**src/rtl/gpio_bank_pkg.sv**
```systemverilog
package gpio_bank_pkg;
   // Byte offsets decoded by the driver software
   localparam int unsigned OFS_INPUT  = 32'h04;
   localparam int unsigned OFS_DIR    = 32'h08;
   localparam int unsigned OFS_SET    = 32'h10;
   localparam int unsigned OFS_CLR    = 32'h14;
   localparam int unsigned OFS_IEN    = 32'h20;
   localparam int unsigned OFS_RAW    = 32'h24;
   localparam int unsigned OFS_MSKD   = 32'h28;
   localparam int unsigned OFS_MASK   = 32'h2C;
   localparam int unsigned OFS_ACK    = 32'h30;
   localparam int unsigned OFS_METHOD = 32'h34;
   localparam int unsigned OFS_BOTH   = 32'h38;
   localparam int unsigned OFS_POL    = 32'h3C;
endpackage

```
**src/rtl/gpio_sync_chain.sv**
```systemverilog
module gpio_sync_chain #(
   parameter int unsigned W      = 32,
   parameter int unsigned STAGES = 2
) (
   input  logic         clk,
   input  logic         rst_n,
   input  logic [W-1:0] d,
   output logic [W-1:0] q
);
   generate
      if (STAGES < 2) begin : g_bad_stages
         $error("gpio_sync_chain: STAGES must be at least 2");
      end
   endgenerate

   logic [W-1:0] stg [STAGES];

   generate
      for (genvar s = 0; s < STAGES; s++) begin : g_stage
         always_ff @(posedge clk or negedge rst_n) begin
            if (!rst_n)      stg[s] <= '0;
            else if (s == 0) stg[s] <= d;
            else             stg[s] <= stg[(s == 0) ? 0 : s-1];
         end
      end
   endgenerate

   assign q = stg[STAGES-1];
endmodule

```
**src/rtl/gpio_trig_detect.sv**
```systemverilog
module gpio_trig_detect #(
   parameter int unsigned W = 32
) (
   input  logic         clk,
   input  logic         rst_n,
   input  logic [W-1:0] s_lvl,     // synchronised pin levels
   input  logic [W-1:0] lvl_mode,  // 1 = level trigger
   input  logic [W-1:0] both,      // 1 = both edges (edge mode)
   input  logic [W-1:0] neg,       // 1 = falling / low
   input  logic [W-1:0] ack,       // write-one-to-clear pulses
   output logic [W-1:0] raw_q
);
   logic [W-1:0] prev_q;
   logic [W-1:0] raw_d;

   generate
      for (genvar i = 0; i < W; i++) begin : g_pin
         logic rise, fall, edge_hit, lvl_hit;
         always_comb begin
            rise     = s_lvl[i] & ~prev_q[i];
            fall     = ~s_lvl[i] & prev_q[i];
            if (both[i]) edge_hit = rise | fall;
            else         edge_hit = neg[i] ? fall : rise;
            lvl_hit  = s_lvl[i] ^ neg[i];
            if (lvl_mode[i]) raw_d[i] = lvl_hit;
            else             raw_d[i] = (raw_q[i] & ~ack[i]) | edge_hit;
         end
      end
   endgenerate

   always_ff @(posedge clk or negedge rst_n) begin
      if (!rst_n) begin
         prev_q <= '0;
         raw_q  <= '0;
      end else begin
         prev_q <= s_lvl;
         raw_q  <= raw_d;
      end
   end

   logic [W-1:0] hold_v;
   assign hold_v = ~lvl_mode & raw_q & ~ack;

   // Latched edge status survives until acknowledged
   assert_edge_latch_R9: assert property (@(posedge clk) disable iff (!rst_n)
      1'b1 |=> ((raw_q & $past(hold_v)) == $past(hold_v)));

   // Level mode tracks the synchronised condition one cycle later
   assert_level_follow_R6: assert property (@(posedge clk) disable iff (!rst_n)
      1'b1 |=> (((raw_q ^ $past(s_lvl ^ neg)) & $past(lvl_mode)) == '0));
endmodule

```
**src/rtl/gpio_irq_bank.sv**
```systemverilog
module gpio_irq_bank
   import gpio_bank_pkg::*;
#(
   parameter int unsigned PINS        = 32,
   parameter int unsigned ADDR_W      = 8,
   parameter int unsigned SYNC_STAGES = 2
) (
   input  logic              clk,
   input  logic              rst_n,
   input  logic [ADDR_W-1:0] addr,
   input  logic              wr_en,
   input  logic [PINS-1:0]   wr_data,
   output logic [PINS-1:0]   rd_data,
   input  logic [PINS-1:0]   pin_in,
   output logic [PINS-1:0]   pin_out,
   output logic [PINS-1:0]   pin_is_in,
   output logic              irq
);
   generate
      if (PINS < 1 || PINS > 32) begin : g_bad_pins
         $error("gpio_irq_bank: PINS must be 1..32");
      end
      if (ADDR_W < 6) begin : g_bad_addr
         $error("gpio_irq_bank: ADDR_W too small for the register map");
      end
   endgenerate

   localparam logic [ADDR_W-1:0] A_INPUT  = ADDR_W'(OFS_INPUT);
   localparam logic [ADDR_W-1:0] A_DIR    = ADDR_W'(OFS_DIR);
   localparam logic [ADDR_W-1:0] A_SET    = ADDR_W'(OFS_SET);
   localparam logic [ADDR_W-1:0] A_CLR    = ADDR_W'(OFS_CLR);
   localparam logic [ADDR_W-1:0] A_IEN    = ADDR_W'(OFS_IEN);
   localparam logic [ADDR_W-1:0] A_RAW    = ADDR_W'(OFS_RAW);
   localparam logic [ADDR_W-1:0] A_MSKD   = ADDR_W'(OFS_MSKD);
   localparam logic [ADDR_W-1:0] A_MASK   = ADDR_W'(OFS_MASK);
   localparam logic [ADDR_W-1:0] A_ACK    = ADDR_W'(OFS_ACK);
   localparam logic [ADDR_W-1:0] A_METHOD = ADDR_W'(OFS_METHOD);
   localparam logic [ADDR_W-1:0] A_BOTH   = ADDR_W'(OFS_BOTH);
   localparam logic [ADDR_W-1:0] A_POL    = ADDR_W'(OFS_POL);

   logic [PINS-1:0] out_q, dir_q, ien_q, mask_q, meth_q, both_q, pol_q;
   logic [PINS-1:0] s_lvl, raw_q, ack_v, masked;

   gpio_sync_chain #(.W(PINS), .STAGES(SYNC_STAGES)) u_sync (
      .clk(clk), .rst_n(rst_n), .d(pin_in), .q(s_lvl));

   assign ack_v = (wr_en && addr == A_ACK) ? wr_data : '0;

   gpio_trig_detect #(.W(PINS)) u_detect (
      .clk(clk), .rst_n(rst_n), .s_lvl(s_lvl), .lvl_mode(meth_q),
      .both(both_q), .neg(pol_q), .ack(ack_v), .raw_q(raw_q));

   always_ff @(posedge clk or negedge rst_n) begin
      if (!rst_n) begin
         out_q  <= '0;
         dir_q  <= '0;
         ien_q  <= '0;
         mask_q <= '0;
         meth_q <= '0;
         both_q <= '0;
         pol_q  <= '0;
      end else if (wr_en) begin
         case (addr)
            A_DIR:    dir_q  <= wr_data;
            A_SET:    out_q  <= out_q | wr_data;
            A_CLR:    out_q  <= out_q & ~wr_data;
            A_IEN:    ien_q  <= wr_data;
            A_MASK:   mask_q <= wr_data;
            A_METHOD: meth_q <= wr_data;
            A_BOTH:   both_q <= wr_data;
            A_POL:    pol_q  <= wr_data;
            default:  ;
         endcase
      end
   end

   assign masked = raw_q & ien_q & ~mask_q;

   always_comb begin
      case (addr)
         A_INPUT:        rd_data = s_lvl;
         A_DIR:          rd_data = dir_q;
         A_SET, A_CLR:   rd_data = out_q;
         A_IEN:          rd_data = ien_q;
         A_RAW:          rd_data = raw_q;
         A_MSKD:         rd_data = masked;
         A_MASK:         rd_data = mask_q;
         A_METHOD:       rd_data = meth_q;
         A_BOTH:         rd_data = both_q;
         A_POL:          rd_data = pol_q;
         default:        rd_data = '0;
      endcase
   end

   assign pin_out   = out_q;
   assign pin_is_in = dir_q;
   assign irq       = |masked;

   // Set register: written ones go high, other bits keep their value
   assert_set_ones_R2: assert property (@(posedge clk) disable iff (!rst_n)
      (wr_en && addr == A_SET) |=> ((pin_out & $past(wr_data)) == $past(wr_data)));
   assert_set_keep_R2: assert property (@(posedge clk) disable iff (!rst_n)
      (wr_en && addr == A_SET) |=> (((pin_out ^ $past(pin_out)) & ~$past(wr_data)) == '0));
   // Clear register: written ones go low
   assert_clr_ones_R3: assert property (@(posedge clk) disable iff (!rst_n)
      (wr_en && addr == A_CLR) |=> ((pin_out & $past(wr_data)) == '0));
   // No interrupt while every pin is disabled or masked
   assert_irq_noen_R12: assert property (@(posedge clk) disable iff (!rst_n)
      (ien_q == '0) |-> !irq);
   assert_irq_allmask_R11: assert property (@(posedge clk) disable iff (!rst_n)
      (mask_q == '1) |-> !irq);
endmodule

```
**config.mk**
```make
export PLATFORM = sky130hd
export DESIGN_NAME = gpio_irq_bank
export DESIGN_NICKNAME = d
export VERILOG_FILES = /design/src/rtl/gpio_bank_pkg.sv /design/src/rtl/gpio_sync_chain.sv /design/src/rtl/gpio_trig_detect.sv /design/src/rtl/gpio_irq_bank.sv
export SDC_FILE = /design/constraint.sdc
export NUM_CORES = 1
export LEC_CHECK = 0
export CAP_MARGIN = 40
export CORE_MARGIN = 2
export CORE_UTILIZATION = 44
export DETAILED_ROUTE_END_ITERATION = 6
export DONT_BUFFER_PORTS = 1
export GPL_ROUTABILITY_DRIVEN = 0
export PLACE_DENSITY_LB_ADDON = 0.3
export SYNTH_ARGS = -nofsm -noshare
export SYNTH_HDL_FRONTEND = slang
export SYNTH_HIERARCHICAL = 1
export SYNTH_SLANG_ARGS = --single-unit
```
**constraint.sdc**
```tcl
create_clock -name clk -period 1.65 [get_ports clk]
set_clock_uncertainty 0.2 [all_clocks]
set_input_delay 0.0825 -clock clk [delete_from_list [all_inputs] [get_ports clk]]
set_output_delay 0.0825 -clock clk [all_outputs]
set_load 0.02 [all_outputs]
```
# Word level (Yosys, flattened, before mapping)
# Index checks and enable logic that the tools add are counted.
dict set report classes {
  bitwise_logic 294
  mux 99
  n_reduce_logical 11
  eq_ne 12
}
# cell count
set op_table {}
lappend op_table {{$pmux 32 s10} 1}
lappend op_table {{$and 1x1->1} 96}
lappend op_table {{$and 32x32->32} 3}
lappend op_table {{$mux 1} 96}
lappend op_table {{$not 1->1} 96}
lappend op_table {{$eq 8x6->1 const B} 8}
lappend op_table {{$not 32->32} 2}
lappend op_table {{$or 1x1->1} 64}
lappend op_table {{$pmux 32 s2} 1}
lappend op_table {{$mux 32} 1}
lappend op_table {{$or 32x32->32} 1}
lappend op_table {{$reduce_or 32->1} 1}
lappend op_table {{$xor 1x1->1} 32}
lappend op_table {{$eq 8x5->1 const B} 2}
lappend op_table {{$reduce_and 2->1} 7}
lappend op_table {{$eq 8x3->1 const B} 1}
lappend op_table {{$eq 8x4->1 const B} 1}
lappend op_table {{$reduce_bool 2->1} 1}
lappend op_table {{$reduce_or 2->1} 1}
lappend op_table {{$logic_and 1x1->1} 1}
dict set report word_totals {
  wordCells 427
  register_bits 352
  out_inout_bits 97
  in_bits 75
}

# Longest topological paths before layout
# Gate-level depths: netlist (run 1).
dict set report logic_depth {
  ltp_word 7
  mapped_depth 8
  mapped_depth_nobuf 5
}

# By module
# The synthesis (run 1) kept the hierarchy.
# module cells_each instances area_each_um2
set modules_own_cells {}
lappend modules_own_cells {gpio_irq_bank 994 1 11622.4}
lappend modules_own_cells {gpio_trig_detect 448 1 4204.0}
lappend modules_own_cells {gpio_sync_chain 96 1 1841.8}

# Worst setup path after synthesis (run 1)
# Ideal clock, no wire load.
dict set report synth_timing {
  path_kind {input-to-output}
  startpoint {input port addr[5]}
  endpoint {output port rd_data[10]}
  stages 6
  path_buffers 2
  arrival_time_ps 1712
  path_slack_ps -344
  cell_sequence {buf_4 or4b_2 buf_2 nor2_1 a22oi_1 o211ai_1}
}
dict set report synth_between {
  elab_chain_len 3
}
# element line_no
set synth_rtl {}
lappend synth_rtl {{from (decl)} gpio_irq_bank.sv:10} ;# input logic [ADDR_W-1:0] addr,
lappend synth_rtl {{$eq 8x5->1} gpio_irq_bank.sv:80} ;# case (addr)
lappend synth_rtl {{$reduce_or 2->1} gpio_irq_bank.sv:80}
lappend synth_rtl {{$pmux 32 s10 (*)} gpio_irq_bank.sv:80}
lappend synth_rtl {{to (decl)} gpio_irq_bank.sv:13} ;# output logic [PINS-1:0] rd_data,
# Mark *: on every way between the ends. The rest lies on a longest branch, timed or not.

# Final worst setup path (run 1)
dict set report layout_timing {
  startpoint {register u_detect.raw_q[10]}
  endpoint {output port irq}
}
dict set report layout_between {
  elab_chain_len 3
}
# element line_no
set layout_rtl {}
lappend layout_rtl {{from (decl)} gpio_trig_detect.sv:11} ;# output logic [W-1:0] raw_q
lappend layout_rtl {{from (signal assigned)} gpio_trig_detect.sv:37} ;# raw_q <= raw_d;
lappend layout_rtl {{$and 32x32->32 (2 in series)} gpio_irq_bank.sv:77} ;# assign masked = raw_q & ien_q & ~mask_q;
lappend layout_rtl {{$reduce_or 32->1} gpio_irq_bank.sv:97} ;# assign irq = |masked;
lappend layout_rtl {{to (decl)} gpio_irq_bank.sv:17} ;# output logic irq
# No other way between the ends.

==> impl_metrics.py, run 1 <==
metrics = {
    "run_status": {
        "outcome": "complete, but fails checks",
        "violations": "negative hold slack, negative setup slack",
    },
    "setup_path": {
        "rr_startpoint": "u_sync/q[30]",
        "endpoint": "irq",
        "path_depth": 5,
        "reg2reg_slack_ps": 70,
        "max_stage_delay_ps": 410,
        "critical_path_class": "reg -> out",
        "r2r_cells": 5,
        "cp-start-kind": "flop",
        "arrival_ps": 2030,
        "critPathTopFamily": "simple AND/OR/NAND/NOR gates",
        "critPathSlowestCell": "dfrtp_1",
        "path_max_fanout": 2,
        "path_buf_inv": 1,
        "setup.worst_path.start": "u_detect/raw_q[10]",
        "r2r-end": "u_detect/raw_q[30]",
        "crit_chain": "nand3b_1 -> o2111ai_1 -> nor4_2 -> nand3_2 -> buf_6",
        "end_kind": "output port",
        "cp_data_required_time_ps": 1370,
    },
    "synthesis": {
        "syn_nets": 1677,
        "yosysSeqAreaShare_pct": 49.9,
        "synth-edff-count": 0,
        "synth_flop_cell": "dfrtp_1",
        "synth_area_leaders": "dfrtp_1 50%, mux2_2 14%, ha_1 4.5%",
        "syn_area_mm2": 0.0177,
        "syn-instance-count": 1538,
        "avgSynthCellArea_um2": 11.5,
        "yosysMostFrequentCell": "dfrtp_1",
        "synthArstFlopShare_pct": 100,
        "yosys_warnings": 6,
        "synth_area_leader_cell": "dfrtp_1",
        "synth_top_area_share_pct": 49.9,
        "ys_ff_latch": 352,
        "synthDistinctLibCells": 58,
        "yosys-top-cells-count": "352 x dfrtp_1, 218 x mux2_2, 135 x inv_1",
    },
    "die": {
        "die-area_mm2": 0.0418,
        "initial_core_util_pct": 44.6,
        "io-pin-count": 172,
        "coreArea_mm2": 0.0396,
        "rows": 73,
        "die_h_um": 204,
        "fp.dieW_um": 204,
    },
    "grt": {
        "antenna_found_initial": 2,
        "grt_max_degree": 353,
        "grt_overflow": 0,
        "grt.total_usage_pct": 26.6,
        "grt_pass1_vias": 14000,
        "grt_first_pass_wirelength_um": 83800,
    },
    "clock_tree": {
        "clkSinkCount": 352,
        "cts_buffers": 40,
        "htree_levels": 2,
        "clk_pin_slew_worst_paths_ps": 60,
        "clkLatencyLatePin_ps": 560,
        "root_buffer": "clkbuf_16",
        "clockBufferDepth": 3,
        "cts_tree": "done",
    },
    "timing": {
        "slew_headroom_pct": 26.4,
        "min_period_over_period_pct": 140,
        "setup-tns-final_ps": -15640,
        "setup_slack_ps": -658,
        "fin_crit_ps": 2310,
        "hold_violations": 353,
        "fmax_ghz": 0.433,
        "report.final.setup_viol": 34,
        "grt_setup_unrepaired": "true",
        "tightestPinTransition_ps": 1100,
        "timing.hold.ws_ps": -955,
        "drv_slew": 0,
    },
    "placed_design": {
        "hpwl_um": 35700,
        "placed_area_mm2": 0.0199,
        "numPortBuffers": 0,
    },
    "power": {
        "p_per_area_mw_per_mm2": 906,
        "p_leak_nw": 10.8,
        "ir_drop_mv": 0.815,
    },
    "final_layout": {
        "fin_area_mm2": 0.0226,
        "drive_gt1_share_pct": 31.6,
        "layout.nets": 1944,
        "fill_cells": 3325,
        "area_growth_pct": 27.9,
    },
    "min_path": {
        "min_path_type": "in -> async",
    },
    "routing": {
        "final_antenna_net_count": 0,
        "wire_per_inst_um": 23.3,
        "drc_errors": 0,
        "vias_per_cell": 5.68,
        "vias": 13400,
        "finalWirelength_um": 55000,
        "firstDrtPassIters": 5,
        "drt_iter0_markers": 892,
    },
    "job": {
        "maxCapViolCount": 0,
    },
}
metrics by stage:
step | setup WS [ps] | cells | power (mW) | utilization, %
2_1_floorplan | -105 | 1538 | 10.8 | -
3_3_place_gp | -217 | 2180 | 11.4 | 50.2
3_5_place_dp | -228 | 2180 | 11.5 | 50.2
4_1_cts | -655 | 2352 | 20.6 | 56.4
5_1_grt | -713 | 2358 | 21.2 | 57.0
6_report | -658 | 2358 | 20.5 | 57.0
routing by layer:
layer / routed length, um / GRT usage (%) / part of all wire (%) / vias up
li1: - / - / - / 5979
met1: 23000 / 34.6 / 42 / 6809
met2: 25800 / 43.2 / 47 / 476
met3: 3950 / 5.50 / 7.2 / 139
met4: 2200 / 10.9 / 4.0 / 2
met5: 13 / 0 / 0.024 / -
cells in the final DEF, fill, tap and decap left out, drive strengths merged, types with 17 or more instances in the layout:
| cell | synthesis | routed |
|---|---|---|
| a22o | 20 | 20 |
| a22oi | 59 | 59 |
| and2 | 35 | 35 |
| buf | 74 | 228 |
| clkbuf | 30 | 61 |
| dfrtp | 352 | 352 |
| dlygate4sd3 | 0 | 99 |
| ha | 64 | 64 |
| inv | 135 | 137 |
| mux2 | 236 | 236 |
| mux2i | 62 | 62 |
| nand2 | 99 | 99 |
| nand3b | 17 | 17 |
| nor2 | 63 | 63 |
| o21ai | 26 | 26 |
| o22ai | 45 | 45 |
| o31a | 32 | 32 |
| xnor2 | 32 | 32 |
worst min path at each step:
stage | slack (ps) | startpoint | to | depth (start not counted)
after global placement | -390 | rst_n | u_sync/stg[38] | 0
final | -960 | rst_n | u_sync/stg[38] | 0
after floorplan | -410 | rst_n | async pin | 0
after global routing | -980 | rst_n | u_sync/stg[38] | 0
after CTS | -990 | rst_n | u_sync/stg[38] | 0
after detailed placement | -390 | rst_n | u_sync/stg[38] | 0
sequential cells by signal (all words and copies together), names as in the netlist, named ones only:
signal and cells:
pol_q 32, u_detect/prev_q 32, u_sync/q 32, meth_q 32, ien_q 32, mask_q 32
pin_is_in 32, both_q 32, u_sync/stg 32, u_detect/raw_q 32
worst reg2reg max path: cells and delay by family, from the launching register on:
| family | cells | cell delay (ps) |
|---|---|---|
| buffers and inverters | 1 | 80 |
| multiplexers | 1 | 190 |
| adder cells (fa/ha/maj) | 1 | 220 |
| flip-flops | 1 | 470 |
| AO/OA/AOI/OAI | 1 | 240 |
| AND/OR/NAND/NOR | 1 | 80 |
power breakdown:
group	leakage (nW)	total (mW)	switching, mW	internal (mW)
sequential	4.49	9.57	0.468	9.10
clock	0.616	8.66	3.59	5.08
combinational	5.69	2.23	1.02	1.21
total	10.8	20.5	5.07	15.4
cells by family after synthesis:
logic type	after synthesis	share of synthesized area, %
flip-flops	352	49.9
buffers and inverters	239	6.01
AO/OA/AOI/OAI	261	11.1
adder cells (fa/ha/maj)	64	4.53
XOR/XNOR	32	1.59
multiplexers	298	18.6
AND/OR/NAND/NOR	292	8.36
cell type report:
| class | instances | area, um2 | area share (%) |
|---|---|---|---|
| timing repair buffer | 329 | 3200 | 14.2 |
| inverter | 135 | 509 | 2.25 |
| clock buffer | 61 | 1180 | 5.23 |
| antenna | 1 | 2.50 | 0.0111 |
| tap | 525 | 657 | 2.91 |
| multi-input combinational | 947 | 8150 | 36.1 |
| sequential | 352 | 8810 | 39.0 |
| clock inverter | 8 | 75.1 | 0.332 |
timing repair:
action,in CTS,in global routing
hold endpoints to repair,640,360
resized for setup,61,43
endpoints found under the setup margin,33,39
buffers inserted,6,4
pin swaps,38,16
hold buffers,100,1
No activity file was read; power rests on OpenSTA's default activity.
==> inputs of run 2 (changes only) <==
--- a/config.mk
+++ b/config.mk
@@ -11,6 +11,7 @@
 export DETAILED_ROUTE_END_ITERATION = 6
 export DONT_BUFFER_PORTS = 1
 export GPL_ROUTABILITY_DRIVEN = 0
+export MAX_ROUTING_LAYER = met4
 export PLACE_DENSITY_LB_ADDON = 0.3
 export SYNTH_ARGS = -nofsm -noshare
 export SYNTH_HDL_FRONTEND = slang
==> impl_metrics.py, run 2 (synthesis gave the netlist of run 1 again) <==
metrics = {
    "final_layout": {
        "most-common-layout-cells": "348 x dfrtp_1, 212 x mux2_2, 171 x buf_4",
        "multi_input_area_mm2": 0.00815,
        "final_cell_count_no_fill": 2358,
        "area_growth_pct": 27.7,
        "fill_cells": 3332,
        "area.sequential_mm2": 0.00881,
        "fin_area_mm2": 0.0226,
        "layout.nets": 1941,
        "drive_gt1_share_pct": 31.4,
        "layout_commonest_cell": "dfrtp_1",
    },
    "timing": {
        "min_period_over_period_pct": 140,
        "fmax_ghz": 0.433,
        "timing.hold.ws_ps": -956,
        "slew_headroom_pct": 32.7,
        "hold_violations": 353,
        "grt_setup_unrepaired": "true",
        "fin_crit_ps": 2310,
        "report.final.setup_viol": 33,
        "tightestPinTransition_ps": 1010,
        "drv_slew": 0,
        "setup_slack_ps": -657,
        "setup-tns-final_ps": -15260,
    },
    "routing": {
        "finalWirelength_um": 54900,
        "vias_per_cell": 5.71,
        "drc_errors": 0,
        "final_antenna_net_count": 0,
        "drt_iter0_markers": 876,
        "vias": 13500,
        "wire_per_inst_um": 23.3,
        "firstDrtPassIters": 5,
    },
    "grt": {
        "antenna_found_initial": 2,
        "grt_overflow": 0,
        "grt_max_degree": 353,
        "grt.total_usage_pct": 27.3,
        "grt_first_pass_wirelength_um": 83700,
        "grt_pass1_vias": 14000,
    },
    "clock_tree": {
        "clkSinkCount": 352,
        "clockBufferDepth": 3,
        "clkLatencyLatePin_ps": 560,
        "clk_pin_slew_worst_paths_ps": 60,
        "cts_buffers": 40,
        "root_buffer": "clkbuf_16",
        "cts_hold_buf": 100,
        "cts_tree": "done",
        "htree_levels": 2,
    },
    "min_path": {
        "min_path_type": "in -> async",
    },
    "placed_design": {
        "placed_area_mm2": 0.0199,
        "post-place-ws_ps": -228,
        "dp_cells": 2180,
        "numPortBuffers": 0,
        "hpwl_um": 35700,
    },
    "run_status": {
        "violations": "negative hold slack, negative setup slack",
        "outcome": "complete, but fails checks",
    },
    "setup_path": {
        "end_kind": "output port",
        "endpoint": "irq",
        "setup.worst_path.start": "u_detect/raw_q[10]",
        "crit_chain": "nand3b_1 -> o2111ai_1 -> nor4_2 -> nand3_2 -> buf_6",
        "critPathSlowestCell": "dfrtp_1",
        "rr_startpoint": "u_sync/q[30]",
        "r2r-end": "u_detect/raw_q[30]",
        "path_max_fanout": 2,
        "cp-start-kind": "flop",
        "r2r_cells": 5,
        "critical_path_class": "reg -> out",
        "cp_data_required_time_ps": 1370,
        "max_stage_delay_ps": 410,
        "arrival_ps": 2020,
        "reg2reg_slack_ps": 80,
    },
    "die": {
        "die-area_mm2": 0.0418,
        "fp.dieW_um": 204,
        "rows": 73,
        "coreArea_mm2": 0.0396,
        "io-pin-count": 172,
        "initial_core_util_pct": 44.6,
        "die_h_um": 204,
    },
    "power": {
        "p_leak_nw": 10.8,
        "p_per_area_mw_per_mm2": 906,
        "power.total_mw": 20.4,
        "ir_drop_mv": 0.825,
    },
    "job": {
        "maxCapViolCount": 0,
    },
}
## run 2: critical path, delay by kind of cell (launching register included)
kind	cells	cell delay, ps
AO/OA/AOI/OAI	1	250
buffers and inverters	1	170
flip-flops	1	410
AND/OR/NAND/NOR	3	640
## run 2: timing repair
item,4_1_cts,5_1_grt
setup endpoints to repair,33,39
endpoints found under the hold margin,640,352
setup buffers,6,2
gates resized for setup,61,42
gates cloned,0,0
pin swaps,38,16
## run 2: layer usage
| layer | GRT usage (%) | up-vias | wire (um) |
|---|---|---|---|
| met5 | - | - | 0 |
| met4 | 10.7 | 0 | 2160 |
| met3 | 5.34 | 139 | 4100 |
| met2 | 43.4 | 520 | 25900 |
| met1 | 34.6 | 6822 | 22700 |
| li1 | - | 5972 | - |
## run 2: how the worst min path moves through the flow
stage | to | from | slack, ps | cells after the start
6_report | u_sync/stg[38] | rst_n | -960 | 0
4_1_cts | u_sync/stg[38] | rst_n | -990 | 0
5_1_grt | u_sync/stg[38] | rst_n | -980 | 0
3_3_place_gp | u_sync/stg[38] | rst_n | -390 | 0
2_1_floorplan | async pin | rst_n | -410 | 0
3_5_place_dp | u_sync/stg[38] | rst_n | -390 | 0
## run 2: power breakdown
group | leakage [nW] | internal [mW] | switching (mW)
clock | 0.616 | 5.08 | 3.58
sequential | 4.50 | 9.10 | 0.467
combinational | 5.68 | 1.21 | 1.02
## run 2: cell type report
class                           count  area share [%]
Clock inverter                      8           0.333
Multi-Input combinational cell    947            36.1
Inverter                          135            2.26
Antenna cell                        4          0.0444
Sequential cell                   352            39.1
Tap cell                          525            2.91
Timing Repair Buffer              326            14.0
Clock buffer                       61            5.23
## run 2: metrics by stage
step | hold WS [ps] | util (%)
floorplan | -413 | -
global placement | -391 | 50.2
detailed placement | -392 | 50.2
CTS | -987 | 56.4
global route | -981 | 56.9
finish | -956 | 56.9
